--- src/rtl/enc_req_pkg.sv ---
package enc_req_pkg;
  typedef enum logic [1:0] {
    FK_CTRL = 2'd0,
    FK_ADDR = 2'd1,
    FK_DATA = 2'd2,
    FK_CSUM = 2'd3
  } fld_kind_t;

  typedef enum logic [1:0] {
    ST_IDLE   = 2'd0,
    ST_SETTLE = 2'd1,
    ST_SEND   = 2'd2,
    ST_DONE   = 2'd3
  } tx_state_t;

  localparam logic [3:0] CODE_MEM_WR = 4'h6;
  localparam logic [3:0] CODE_MEM_RD = 4'hD;
  localparam logic [2:0] SYNC_PAT    = 3'b010;
  localparam int unsigned FIELD_BITS = 10;
  localparam int unsigned LAST_BIT   = FIELD_BITS - 1;

  function automatic logic [7:0] ctrl_payload(input logic [3:0] code);
    ctrl_payload = {^code, code, SYNC_PAT};
  endfunction
endpackage

--- src/rtl/enc_bit_tick.sv ---
module enc_bit_tick #(
  parameter int unsigned CNT_W = 8
) (
  input  logic             clk,
  input  logic             rst_n,
  input  logic             clear_i,
  input  logic             run_i,
  input  logic [CNT_W-1:0] tc_i,
  output logic             tick_o
);
  logic [CNT_W-1:0] cnt_q, cnt_d;
  logic             cnt_en;

  assign cnt_en = clear_i | run_i;

  always_comb begin
    cnt_d = cnt_q;
    if (clear_i)            cnt_d = '0;
    else if (cnt_q >= tc_i) cnt_d = '0;
    else                    cnt_d = cnt_q + 1'b1;
  end

  always_ff @(posedge clk or negedge rst_n) begin
    if (!rst_n)      cnt_q <= '0;
    else if (cnt_en) cnt_q <= cnt_d;
  end

  assign tick_o = run_i & ~clear_i & (cnt_q == tc_i);


  tick_spacing_chk: assert property (@(posedge clk) disable iff (!rst_n)
    (tick_o && tc_i != '0 && $stable(tc_i)) |=> !tick_o);
endmodule

--- src/rtl/enc_req_plan.sv ---
module enc_req_plan
  import enc_req_pkg::*;
(
  input  logic [3:0] code_i,
  input  logic [1:0] idx_i,
  output fld_kind_t  kind_o,
  output logic [1:0] last_o
);
  always_comb begin
    kind_o = FK_CTRL;
    last_o = 2'd0;
    if (code_i == CODE_MEM_WR) begin
      last_o = 2'd3;
      case (idx_i)
        2'd0:    kind_o = FK_CTRL;
        2'd1:    kind_o = FK_ADDR;
        2'd2:    kind_o = FK_DATA;
        default: kind_o = FK_CSUM;
      endcase
    end else if (code_i == CODE_MEM_RD) begin
      last_o = 2'd2;
      case (idx_i)
        2'd0:    kind_o = FK_CTRL;
        2'd1:    kind_o = FK_ADDR;
        default: kind_o = FK_CSUM;
      endcase
    end else begin
      kind_o = (idx_i == 2'd0) ? FK_CTRL : FK_CSUM;
    end
  end
endmodule

--- src/rtl/enc_req_crc.sv ---
module enc_req_crc #(
  parameter int unsigned CRC_W = 8,
  parameter logic [CRC_W-1:0] POLY = 8'h01
) (
  input  logic             clk,
  input  logic             rst_n,
  input  logic             clear_i,
  input  logic             shift_i,
  input  logic             bit_i,
  output logic [CRC_W-1:0] crc_o
);
  logic [CRC_W-1:0] crc_q, crc_d;
  logic             fb;
  logic             crc_en;

  assign fb     = bit_i ^ crc_q[CRC_W-1];
  assign crc_en = clear_i | shift_i;

  always_comb begin
    if (clear_i) crc_d = '0;
    else         crc_d = {crc_q[CRC_W-2:0], 1'b0} ^ (fb ? POLY : '0);
  end

  always_ff @(posedge clk or negedge rst_n) begin
    if (!rst_n)      crc_q <= '0;
    else if (crc_en) crc_q <= crc_d;
  end

  assign crc_o = crc_q;


  crc_clear_chk: assert property (@(posedge clk) disable iff (!rst_n)
    clear_i |=> (crc_o == '0));
endmodule

--- src/rtl/enc_req_tx.sv ---
module enc_req_tx
  import enc_req_pkg::*;
#(
  parameter int unsigned DIV_W    = 8,
  parameter int unsigned SETTLE_W = 4,
  parameter int unsigned BYTE_W   = 8
) (
  input  logic                clk,
  input  logic                rst_n,
  input  logic                req_i,
  input  logic [3:0]          id_i,
  input  logic [BYTE_W-1:0]   addr_i,
  input  logic [BYTE_W-1:0]   data_i,
  input  logic [DIV_W-1:0]    div_tc_i,
  input  logic [SETTLE_W-1:0] settle_i,
  output logic                txd_o,
  output logic                txen_o,
  output logic                busy_o,
  output logic                done_o
);
  localparam int unsigned BIT_IDX_W = $clog2(FIELD_BITS);

  tx_state_t             state_q, state_d;
  logic [3:0]            code_q;
  logic [BYTE_W-1:0]     addr_q, data_q;
  logic [SETTLE_W-1:0]   settle_q, settle_d;
  logic [SETTLE_W-1:0]   scnt_q, scnt_d;
  logic [1:0]            fld_q, fld_d;
  logic [BIT_IDX_W-1:0]  bit_q, bit_d;
  logic [BYTE_W-1:0]     sh_q, sh_d;

  logic                  accept;
  logic                  tick;
  logic                  timer_run;
  logic                  in_payload;
  logic                  crc_shift;
  logic [BYTE_W-1:0]     crc_val, crc_rev;
  logic [BYTE_W-1:0]     next_payload;
  fld_kind_t             cur_kind, nxt_kind;
  logic [1:0]            last_fld, last_unused;
  logic                  hold_en, seq_en;

  assign accept     = (state_q == ST_IDLE) & req_i;
  assign timer_run  = (state_q == ST_SETTLE) | (state_q == ST_SEND);
  assign in_payload = (bit_q != '0) & (bit_q != BIT_IDX_W'(LAST_BIT));
  assign crc_shift  = tick & (state_q == ST_SEND) & in_payload & (cur_kind != FK_CSUM);
  assign settle_d   = (settle_i == '0) ? SETTLE_W'(1) : settle_i;

  enc_bit_tick #(.CNT_W(DIV_W)) u_tick (
    .clk     (clk),
    .rst_n   (rst_n),
    .clear_i (accept),
    .run_i   (timer_run),
    .tc_i    (div_tc_i),
    .tick_o  (tick)
  );

  enc_req_plan u_plan_cur (
    .code_i (code_q),
    .idx_i  (fld_q),
    .kind_o (cur_kind),
    .last_o (last_fld)
  );

  enc_req_plan u_plan_nxt (
    .code_i (code_q),
    .idx_i  (fld_q + 2'd1),
    .kind_o (nxt_kind),
    .last_o (last_unused)
  );

  enc_req_crc #(.CRC_W(BYTE_W)) u_crc (
    .clk     (clk),
    .rst_n   (rst_n),
    .clear_i (accept),
    .shift_i (crc_shift),
    .bit_i   (sh_q[0]),
    .crc_o   (crc_val)
  );

  // The checksum register holds the first-sent bit in its MSB.
  for (genvar g = 0; g < BYTE_W; g++) begin : g_rev
    assign crc_rev[g] = crc_val[BYTE_W-1-g];
  end

  always_comb begin
    case (nxt_kind)
      FK_ADDR: next_payload = addr_q;
      FK_DATA: next_payload = data_q;
      FK_CSUM: next_payload = crc_rev;
      default: next_payload = ctrl_payload(code_q);
    endcase
  end

  always_comb begin
    state_d = state_q;
    scnt_d  = scnt_q;
    fld_d   = fld_q;
    bit_d   = bit_q;
    sh_d    = sh_q;
    case (state_q)
      ST_IDLE: begin
        if (req_i) begin
          state_d = ST_SETTLE;
          scnt_d  = '0;
        end
      end
      ST_SETTLE: begin
        if (tick) begin
          if (scnt_q == settle_q - 1'b1) begin
            state_d = ST_SEND;
            fld_d   = 2'd0;
            bit_d   = '0;
            sh_d    = ctrl_payload(code_q);
          end else begin
            scnt_d = scnt_q + 1'b1;
          end
        end
      end
      ST_SEND: begin
        if (tick) begin
          if (bit_q == BIT_IDX_W'(LAST_BIT)) begin
            if (fld_q == last_fld) begin
              state_d = ST_DONE;
            end else begin
              fld_d = fld_q + 2'd1;
              bit_d = '0;
              sh_d  = next_payload;
            end
          end else begin
            bit_d = bit_q + 1'b1;
            if (in_payload) sh_d = {1'b0, sh_q[BYTE_W-1:1]};
          end
        end
      end
      default: state_d = ST_IDLE;
    endcase
  end

  assign hold_en = accept;
  assign seq_en  = tick | accept;

  always_ff @(posedge clk or negedge rst_n) begin
    if (!rst_n) state_q <= ST_IDLE;
    else        state_q <= state_d;
  end

  always_ff @(posedge clk or negedge rst_n) begin
    if (!rst_n) begin
      code_q   <= '0;
      addr_q   <= '0;
      data_q   <= '0;
      settle_q <= SETTLE_W'(1);
    end else if (hold_en) begin
      code_q   <= id_i;
      addr_q   <= addr_i;
      data_q   <= data_i;
      settle_q <= settle_d;
    end
  end

  always_ff @(posedge clk or negedge rst_n) begin
    if (!rst_n) begin
      scnt_q <= '0;
      fld_q  <= '0;
      bit_q  <= '0;
      sh_q   <= '0;
    end else if (seq_en) begin
      scnt_q <= scnt_d;
      fld_q  <= fld_d;
      bit_q  <= bit_d;
      sh_q   <= sh_d;
    end
  end

  always_comb begin
    txd_o = 1'b1;
    if (state_q == ST_SEND) begin
      if (bit_q == '0)          txd_o = 1'b0;
      else if (in_payload)      txd_o = sh_q[0];
      else                      txd_o = 1'b1;
    end
  end

  assign txen_o = timer_run;
  assign busy_o = (state_q != ST_IDLE);
  assign done_o = (state_q == ST_DONE);


  idle_line_chk: assert property (@(posedge clk) disable iff (!rst_n)
    !busy_o |-> (txd_o && !txen_o && !done_o));

  done_release_chk: assert property (@(posedge clk) disable iff (!rst_n)
    done_o |-> (!txen_o && busy_o));

  done_single_chk: assert property (@(posedge clk) disable iff (!rst_n)
    done_o |=> (!done_o && !busy_o));

  enable_quiet_chk: assert property (@(posedge clk) disable iff (!rst_n)
    $rose(txen_o) |-> txd_o);

  req_locked_chk: assert property (@(posedge clk) disable iff (!rst_n)
    (busy_o && !done_o) |=> (busy_o && $stable(code_q) && $stable(addr_q)));
endmodule

--- config.mk ---
export PLATFORM = sky130hd
export DESIGN_NAME = enc_req_tx
export DESIGN_NICKNAME = d
export VERILOG_FILES = /design/src/rtl/enc_req_pkg.sv /design/src/rtl/enc_bit_tick.sv /design/src/rtl/enc_req_plan.sv /design/src/rtl/enc_req_crc.sv /design/src/rtl/enc_req_tx.sv
export SDC_FILE = /design/constraint.sdc
export NUM_CORES = 1
export LEC_CHECK = 0
export BUFFER_PORTS_ARGS = -buffer_cell sky130_fd_sc_hd__buf_4
export CORE_MARGIN = 1
export CORE_UTILIZATION = 54
export DETAILED_ROUTE_END_ITERATION = 6
export GPL_TIMING_DRIVEN = 0
export PLACE_DENSITY = 0.77
export SLEW_MARGIN = 20
export SYNTH_ARGS = -nofsm -noshare
export SYNTH_HDL_FRONTEND = slang
export SYNTH_SLANG_ARGS = --single-unit
--- constraint.sdc ---
create_clock -name clk -period 2.5 [get_ports clk]
set_input_delay 0.125 -clock clk [delete_from_list [all_inputs] [get_ports clk]]
set_output_delay 0.125 -clock clk [all_outputs]
set_load 0.02 [all_outputs]
==> flow_metrics.py, run 1 <==
metrics = {
    "cells_and_area": {
        "nNetsFinal": 548,
        "final_layout_size_suffix_gt1_share_pct": 21.5,
        "mostFrequentLayoutCells": "87 x nand2_1, 57 x dfrtp_1, 45 x buf_4",
        "utilization_pct": 71.8,
        "n_antenna_cell": 0,
        "fin_cells": 566,
        "synthToLayoutAreaGrowth_pct": 25.4,
        "layout_commonest_cell": "nand2_1",
        "design_area_mm2": 0.00469,
    },
    "sta": {
        "max_freq_ghz": 0.416,
        "setup-tns-final_ns": 0,
        "rsz0062_at_grt": "false",
        "slew_headroom_pct": 49.6,
        "slew_violations": 0,
        "clock-skew-final_ns": 0.00948,
        "min_period_ns": 2.41,
        "setup_violations": 0,
        "finalHoldViolCount": 0,
        "fin_crit_sh_pct": 96.2,
        "worst_slew_pin_slew_ns": 0.756,
        "fin_ws_ns": 0.0940,
    },
    "setup_path": {
        "crit_start": "code_q[0]",
        "crit_fanout": 7,
        "cpMaxStageDelayCell": "mux2i_4",
        "worstSetupPathType": "flop to flop",
        "start_kind": "flop",
        "path_cells": "inv_1 > ha_1 > a22oi_4 > mux2i_4 > mux2_1 > a221oi_1 > nor2_1 > mux2_2",
        "rr_worst_depth": 8,
        "slowest_delay_ns": 0.40,
        "crit_arrival_ns": 2.64,
        "regToRegStartpoint": "code_q[0]",
        "worstSetupEndpointType": "flop",
        "rr_endpoint": "sh_q[5]",
        "path_buf_inv": 1,
        "path_delay_family": "multiplexers",
        "reg2reg_slack_ns": 0.09,
        "critPathRequiredTime_ns": 2.74,
    },
    "drt": {
        "antenna_left": 0,
        "drc": 0,
        "drt-total-wl_mm": 9.12,
        "routedWlPerCell_um": 16.1,
        "wl_met1_mm": 4.02,
        "drtPass1Iterations": 4,
        "wl_met3_um": 409,
        "drt-vias-per-instance": 5.80,
        "highest_layer": "met4",
        "wl_met2_mm": 4.40,
        "vias": 3284,
        "drt_iter0_drc": 183,
    },
    "synthesis": {
        "synth_cell_types": 55,
        "ys_seq_area_share_pct": 40.2,
        "synth_area_mm2": 0.00374,
        "synth-simple-area-share_pct": 19.0,
        "synth_top_family_by_area": "simple AND/OR/NAND/NOR gates",
        "synth_edf_count": 0,
        "async_reset_ff_share_pct": 100,
        "synth_xor_area_share_pct": 2.94,
        "synth_cells": 404,
        "synthMuxAreaShare_pct": 9.53,
        "synth-seq-cells": 60,
        "synth_area_per_cell_um2": 9.26,
        "synth_compound_area_share_pct": 14.5,
        "syn-num-nets": 468,
        "dominantRegCellSynth": "dfrtp_1",
        "ys_warn_count": 0,
        "synth_top_area_share_pct": 39.5,
        "synth_area_leaders": "dfrtp_1 39%, ha_1 9.7%, nand2_1 8.9%",
        "synth_adder_area_share_pct": 9.70,
        "yosys.area.top_type": "dfrtp_1",
    },
    "die": {
        "ios": 39,
        "initial_utilization_pct": 57.3,
        "dieWidth_um": 85.2,
        "die_h_um": 85.2,
        "die-area_mm2": 0.00726,
        "core-area_mm2": 0.00653,
        "rows": 29,
    },
    "power": {
        "seq_power_share_pct": 32.3,
        "p_int_mw": 2.69,
        "power.leakage_nw": 2.31,
        "p_per_area_mw_per_mm2": 1020,
        "swShare_pct": 43.5,
        "pwr-share-clk_pct": 18.7,
        "combinationalPowerShare_pct": 49.0,
        "ir_worst_vdd_mv": 0.612,
        "netSwitchingPower_mw": 2.08,
    },
    "grt": {
        "antenna_found_initial": 0,
        "grt_pass1_wl_mm": 15.1,
        "grt_usage_pct": 27.2,
        "grt_pass1_vias": 3210,
        "grt_max_degree": 61,
        "overflow": 0,
    },
    "placed_design": {
        "dp_slack_ns": -0.0441,
        "placement.io_buffers": 38,
        "gp_congestion": 0.863,
        "detailed_place_hpwl_mm": 6.22,
        "place_inst": 519,
        "dpl_cell_area_mm2": 0.00412,
    },
    "cts": {
        "numCtsBuffers": 9,
        "clk_latency_ns": 0.36,
        "cts_tree": "yes",
        "clock_sinks": 60,
        "cts_htree_levels": 3,
        "cts-root-buf": "clkbuf_8",
        "clk_pin_slew_worst_paths_ns": 0.07,
        "clockBufferDepth": 2,
    },
    "worst_hold_path": {
        "holdPathEnd": "settle_q[0]",
        "hold-path-cell-count": 3,
        "worstHoldPathType": "input port to flop",
        "min_from": "settle_i[0]",
    },
    "flow_run": {
        "maxCapViolCount": 0,
    },
    "outcome": {
        "status": "finished, final reports clean",
    },
}
[timing repair]
| action | 4_1_cts | 5_1_grt |
|---|---|---|
| hold buffers | 24 | 0 |
| buffers inserted | 5 | 3 |
| pin swaps | 1 | 5 |
| setup endpoints to repair | 4 | 26 |
| endpoints found under the hold margin | 82 | 0 |
| gates resized for setup | 2 | 16 |
[cells in the mapped netlist (7+ instances only)]
| master | instances |
|---|---|
| mux2i_1 | 12 |
| mux2_2 | 15 |
| nor2_1 | 27 |
| a21oi_1 | 13 |
| clkbuf_1 | 10 |
| a22o_1 | 7 |
| inv_1 | 29 |
| nor2b_1 | 7 |
| nand3_1 | 12 |
| ha_1 | 29 |
| dfrtp_1 | 59 |
| o21ai_0 | 15 |
| nand2_1 | 89 |
[cell type report]
cell class	count	area, um2
buffer	11	47.5
clock buffer	9	124
clock inverter	7	77.6
fill	497	1840
inverter	29	109
multi-input combinational	303	2130
sequential	60	1510
tap	77	96.3
timing repair buffer	70	598
[flip-flops by register name, indices dropped and copies added, names as in the netlist]
register	flops
sh_q	8
addr_q	8
state_q	2
u_crc.crc_o	8
fld_q	2
code_q	4
scnt_q	4
settle_q	4
data_q	8
u_tick.cnt_q	8
bit_q	4
[metrics by stage]
| step | power (mW) | hold slack, ns |
|---|---|---|
| floorplan | 3.03 | -0.171 |
| global placement | 3.54 | 0.243 |
| detailed placement | 3.63 | 0.249 |
| CTS | 4.62 | 0.0454 |
| global route | 5.08 | 0.0753 |
| finish | 4.77 | 0.0554 |
[tightest hold or removal path: stages]
cell     delay (ns)
buf_4          0.08
nor3_1         0.04
a21oi_1        0.12
[cells by family after synthesis]
kind of cell / after synthesis
AND/OR/NAND/NOR: 158
AO/OA/AOI/OAI: 74
flip-flops: 60
buffers and inverters: 41
multiplexers: 31
adder cells (fa/ha/maj): 29
XOR/XNOR: 11
[worst max-delay path by stage]
| stage | to | depth (start not counted) |
|---|---|---|
| after global routing | fld_q[1] | 8 |
| after floorplan | state_q[1] | 8 |
| final | sh_q[5] | 8 |
| after global placement | state_q[1] | 8 |
| after CTS | state_q[1] | 9 |
| after detailed placement | state_q[1] | 8 |
[routing by layer]
layer  vias up  GRT usage (%)
met5         -              0
met4         0           13.6
met3        23           3.79
met2        93           43.8
met1      1607           36.3
li1       1561              -
[power by group through the flow]
stage	Clock (mW)	Sequential [mW]	Combinational (mW)
3_3_place_gp	0	1.53	2.02
6_report	0.893	1.54	2.33
4_1_cts	0.897	1.52	2.20
5_1_grt	0.941	1.57	2.57
2_1_floorplan	0	1.44	1.59
3_5_place_dp	0	1.54	2.09
(Power assumes the default switching activity.)
==> run 2, diff against run 1 <==
CORE_UTILIZATION = 59   (was 54)
PLACE_DENSITY = 0.8   (was 0.77)
clock period = 2.3 ns   (was 2.5 ns; I/O delays follow)
==> flow_metrics.py, run 2 (synthesis results as in run 1) <==
metrics = {
    "sta": {
        "min_period_ns": 2.42,
        "worst_slew_pin_slew_ns": 0.778,
        "slew_headroom_pct": 48.1,
        "finalHoldViolCount": 0,
        "clock-skew-final_ns": 0.00975,
        "fin_crit_sh_pct": 105,
        "setup_violations": 3,
        "hold_slack_ns": 0.0220,
        "slew_violations": 0,
        "fin_ws_ns": -0.116,
        "max_freq_ghz": 0.414,
        "rsz0062_at_grt": "true",
        "setup-tns-final_ns": -0.245,
    },
    "drt": {
        "drt-vias-per-instance": 6.02,
        "drc": 0,
        "routedWlPerCell_um": 18.4,
        "drt-total-wl_mm": 10.8,
        "vias": 3523,
        "drt_iter0_drc": 389,
        "drtPass1Iterations": 5,
        "antenna_left": 0,
    },
    "cells_and_area": {
        "final_layout_size_suffix_gt1_share_pct": 30.4,
        "mostFrequentLayoutCells": "84 x nand2_1, 64 x buf_4, 54 x dfrtp_1",
        "nFillCells": 346,
        "register_area_mm2": 0.00151,
        "design_area_mm2": 0.00499,
        "synthToLayoutAreaGrowth_pct": 33.4,
        "n_antenna_cell": 0,
        "nNetsFinal": 569,
        "layout_commonest_cell": "nand2_1",
        "multiInputGateArea_mm2": 0.00227,
        "fin_cells": 585,
    },
    "setup_path": {
        "rr_endpoint": "sh_q[7]",
        "start_kind": "flop",
        "worstSetupEndpointType": "flop",
        "crit_arrival_ns": 2.67,
        "reg2reg_slack_ns": -0.12,
        "endpoint": "sh_q[7]",
        "rr_worst_depth": 8,
        "critPathRequiredTime_ns": 2.56,
        "regToRegStartpoint": "fld_q[1]",
        "worstSetupPathType": "flop to flop",
        "crit_start": "fld_q[1]",
        "crit_fanout": 8,
    },
    "cts": {
        "clk_latency_ns": 0.36,
        "clockBufferDepth": 2,
        "numCtsBuffers": 9,
        "cts_tree": "yes",
        "cts-root-buf": "clkbuf_8",
        "cts_htree_levels": 3,
        "clk_pin_slew_worst_paths_ns": 0.08,
        "clock_sinks": 60,
    },
    "power": {
        "ir_worst_vdd_mv": 0.778,
        "seq_power_share_pct": 30.1,
        "p_int_mw": 3.10,
        "power.leakage_nw": 2.41,
        "netSwitchingPower_mw": 2.51,
        "p_per_area_mw_per_mm2": 1120,
        "combinationalPowerShare_pct": 54.0,
        "pwr-share-clk_pct": 15.9,
        "swShare_pct": 44.7,
    },
    "placed_design": {
        "detailed_place_hpwl_mm": 6.13,
        "placement.io_buffers": 38,
        "gp_congestion": 0.849,
        "place_inst": 517,
        "dpl_cell_area_mm2": 0.00412,
        "dp_slack_ns": -0.232,
    },
    "grt": {
        "grt_usage_pct": 31.4,
        "grt_max_degree": 61,
        "grt_pass1_vias": 3144,
        "overflow": 0,
        "grt_pass1_wl_mm": 15.4,
        "antenna_found_initial": 0,
    },
    "die": {
        "rows": 28,
        "dieWidth_um": 81.6,
        "core-area_mm2": 0.00603,
        "initial_utilization_pct": 62.1,
        "die-area_mm2": 0.00666,
        "die_h_um": 81.6,
        "ios": 39,
    },
    "flow_run": {
        "maxCapViolCount": 0,
    },
    "outcome": {
        "status": "finished with violations",
        "violations": "negative setup slack",
    },
    "worst_hold_path": {
        "worstHoldPathType": "input port to flop",
    },
}
run 2: layer usage:
metal | wire length (um) | global-route usage (%) | share of wire [%] | up-vias
li1 | - | - | - | 1602
met1 | 4420 | 41.5 | 41 | 1682
met2 | 5250 | 49.6 | 49 | 203
met3 | 830 | 7.22 | 7.7 | 36
met4 | 274 | 13.3 | 2.5 | 0
met5 | 0 | 0 | 0 | -
run 2: timing repair:
action	CTS	global route
endpoints found under the hold margin	82	0
buffers inserted	13	17
pin swaps	6	9
gates resized for setup	21	38
hold buffers	24	0
endpoints found under the setup margin	20	41
run 2: power groups by stage:
stage	Clock, mW	Combinational, mW	Sequential (mW)
after floorplan	0	1.74	1.57
after global placement	0	2.19	1.66
after detailed placement	0	2.27	1.67
after CTS	0.885	2.58	1.65
after global routing	0.944	3.25	1.71
final	0.893	3.03	1.69
run 2: per-stage QoR:
stage,power [mW],util [%]
after floorplan,3.30,-
after global placement,3.85,68.4
after detailed placement,3.94,68.4
after CTS,5.12,78.3
after global routing,5.90,82.8
final,5.61,82.8
run 2: critical path: stages (launching register included):
cell and delay, ns:
dfrtp_1 0.52, inv_1 0.15, ha_1 0.36, mux2i_4 0.22, buf_4 0.16, mux2_4 0.30, a21oi_1 0.19, o22ai_1 0.12
mux2_2 0.28
run 2: worst min-delay path by stage:
| stage | startpoint | to | slack [ns] | cells past startpoint |
|---|---|---|---|---|
| CTS | settle_i[0] | settle_q[0] | 0.03 | 3 |
| finish | settle_i[0] | settle_q[0] | 0.02 | 3 |
| global placement | rst_n | bit_q[3] | 0.24 | 1 |
| detailed placement | rst_n | bit_q[0] | 0.24 | 1 |
| floorplan | rst_n | addr_q[0] | -0.18 | 0 |
| global route | settle_i[0] | settle_q[0] | 0.02 | 3 |
run 2: cell type report:
type	count	share of cell area [%]
Multi-Input combinational cell	303	45.5
Tap cell	75	1.88
Timing Repair Buffer	92	15.5
Inverter	29	2.26
Sequential cell	60	30.3
Buffer	10	1.08
Clock inverter	7	1.03
Clock buffer	9	2.48
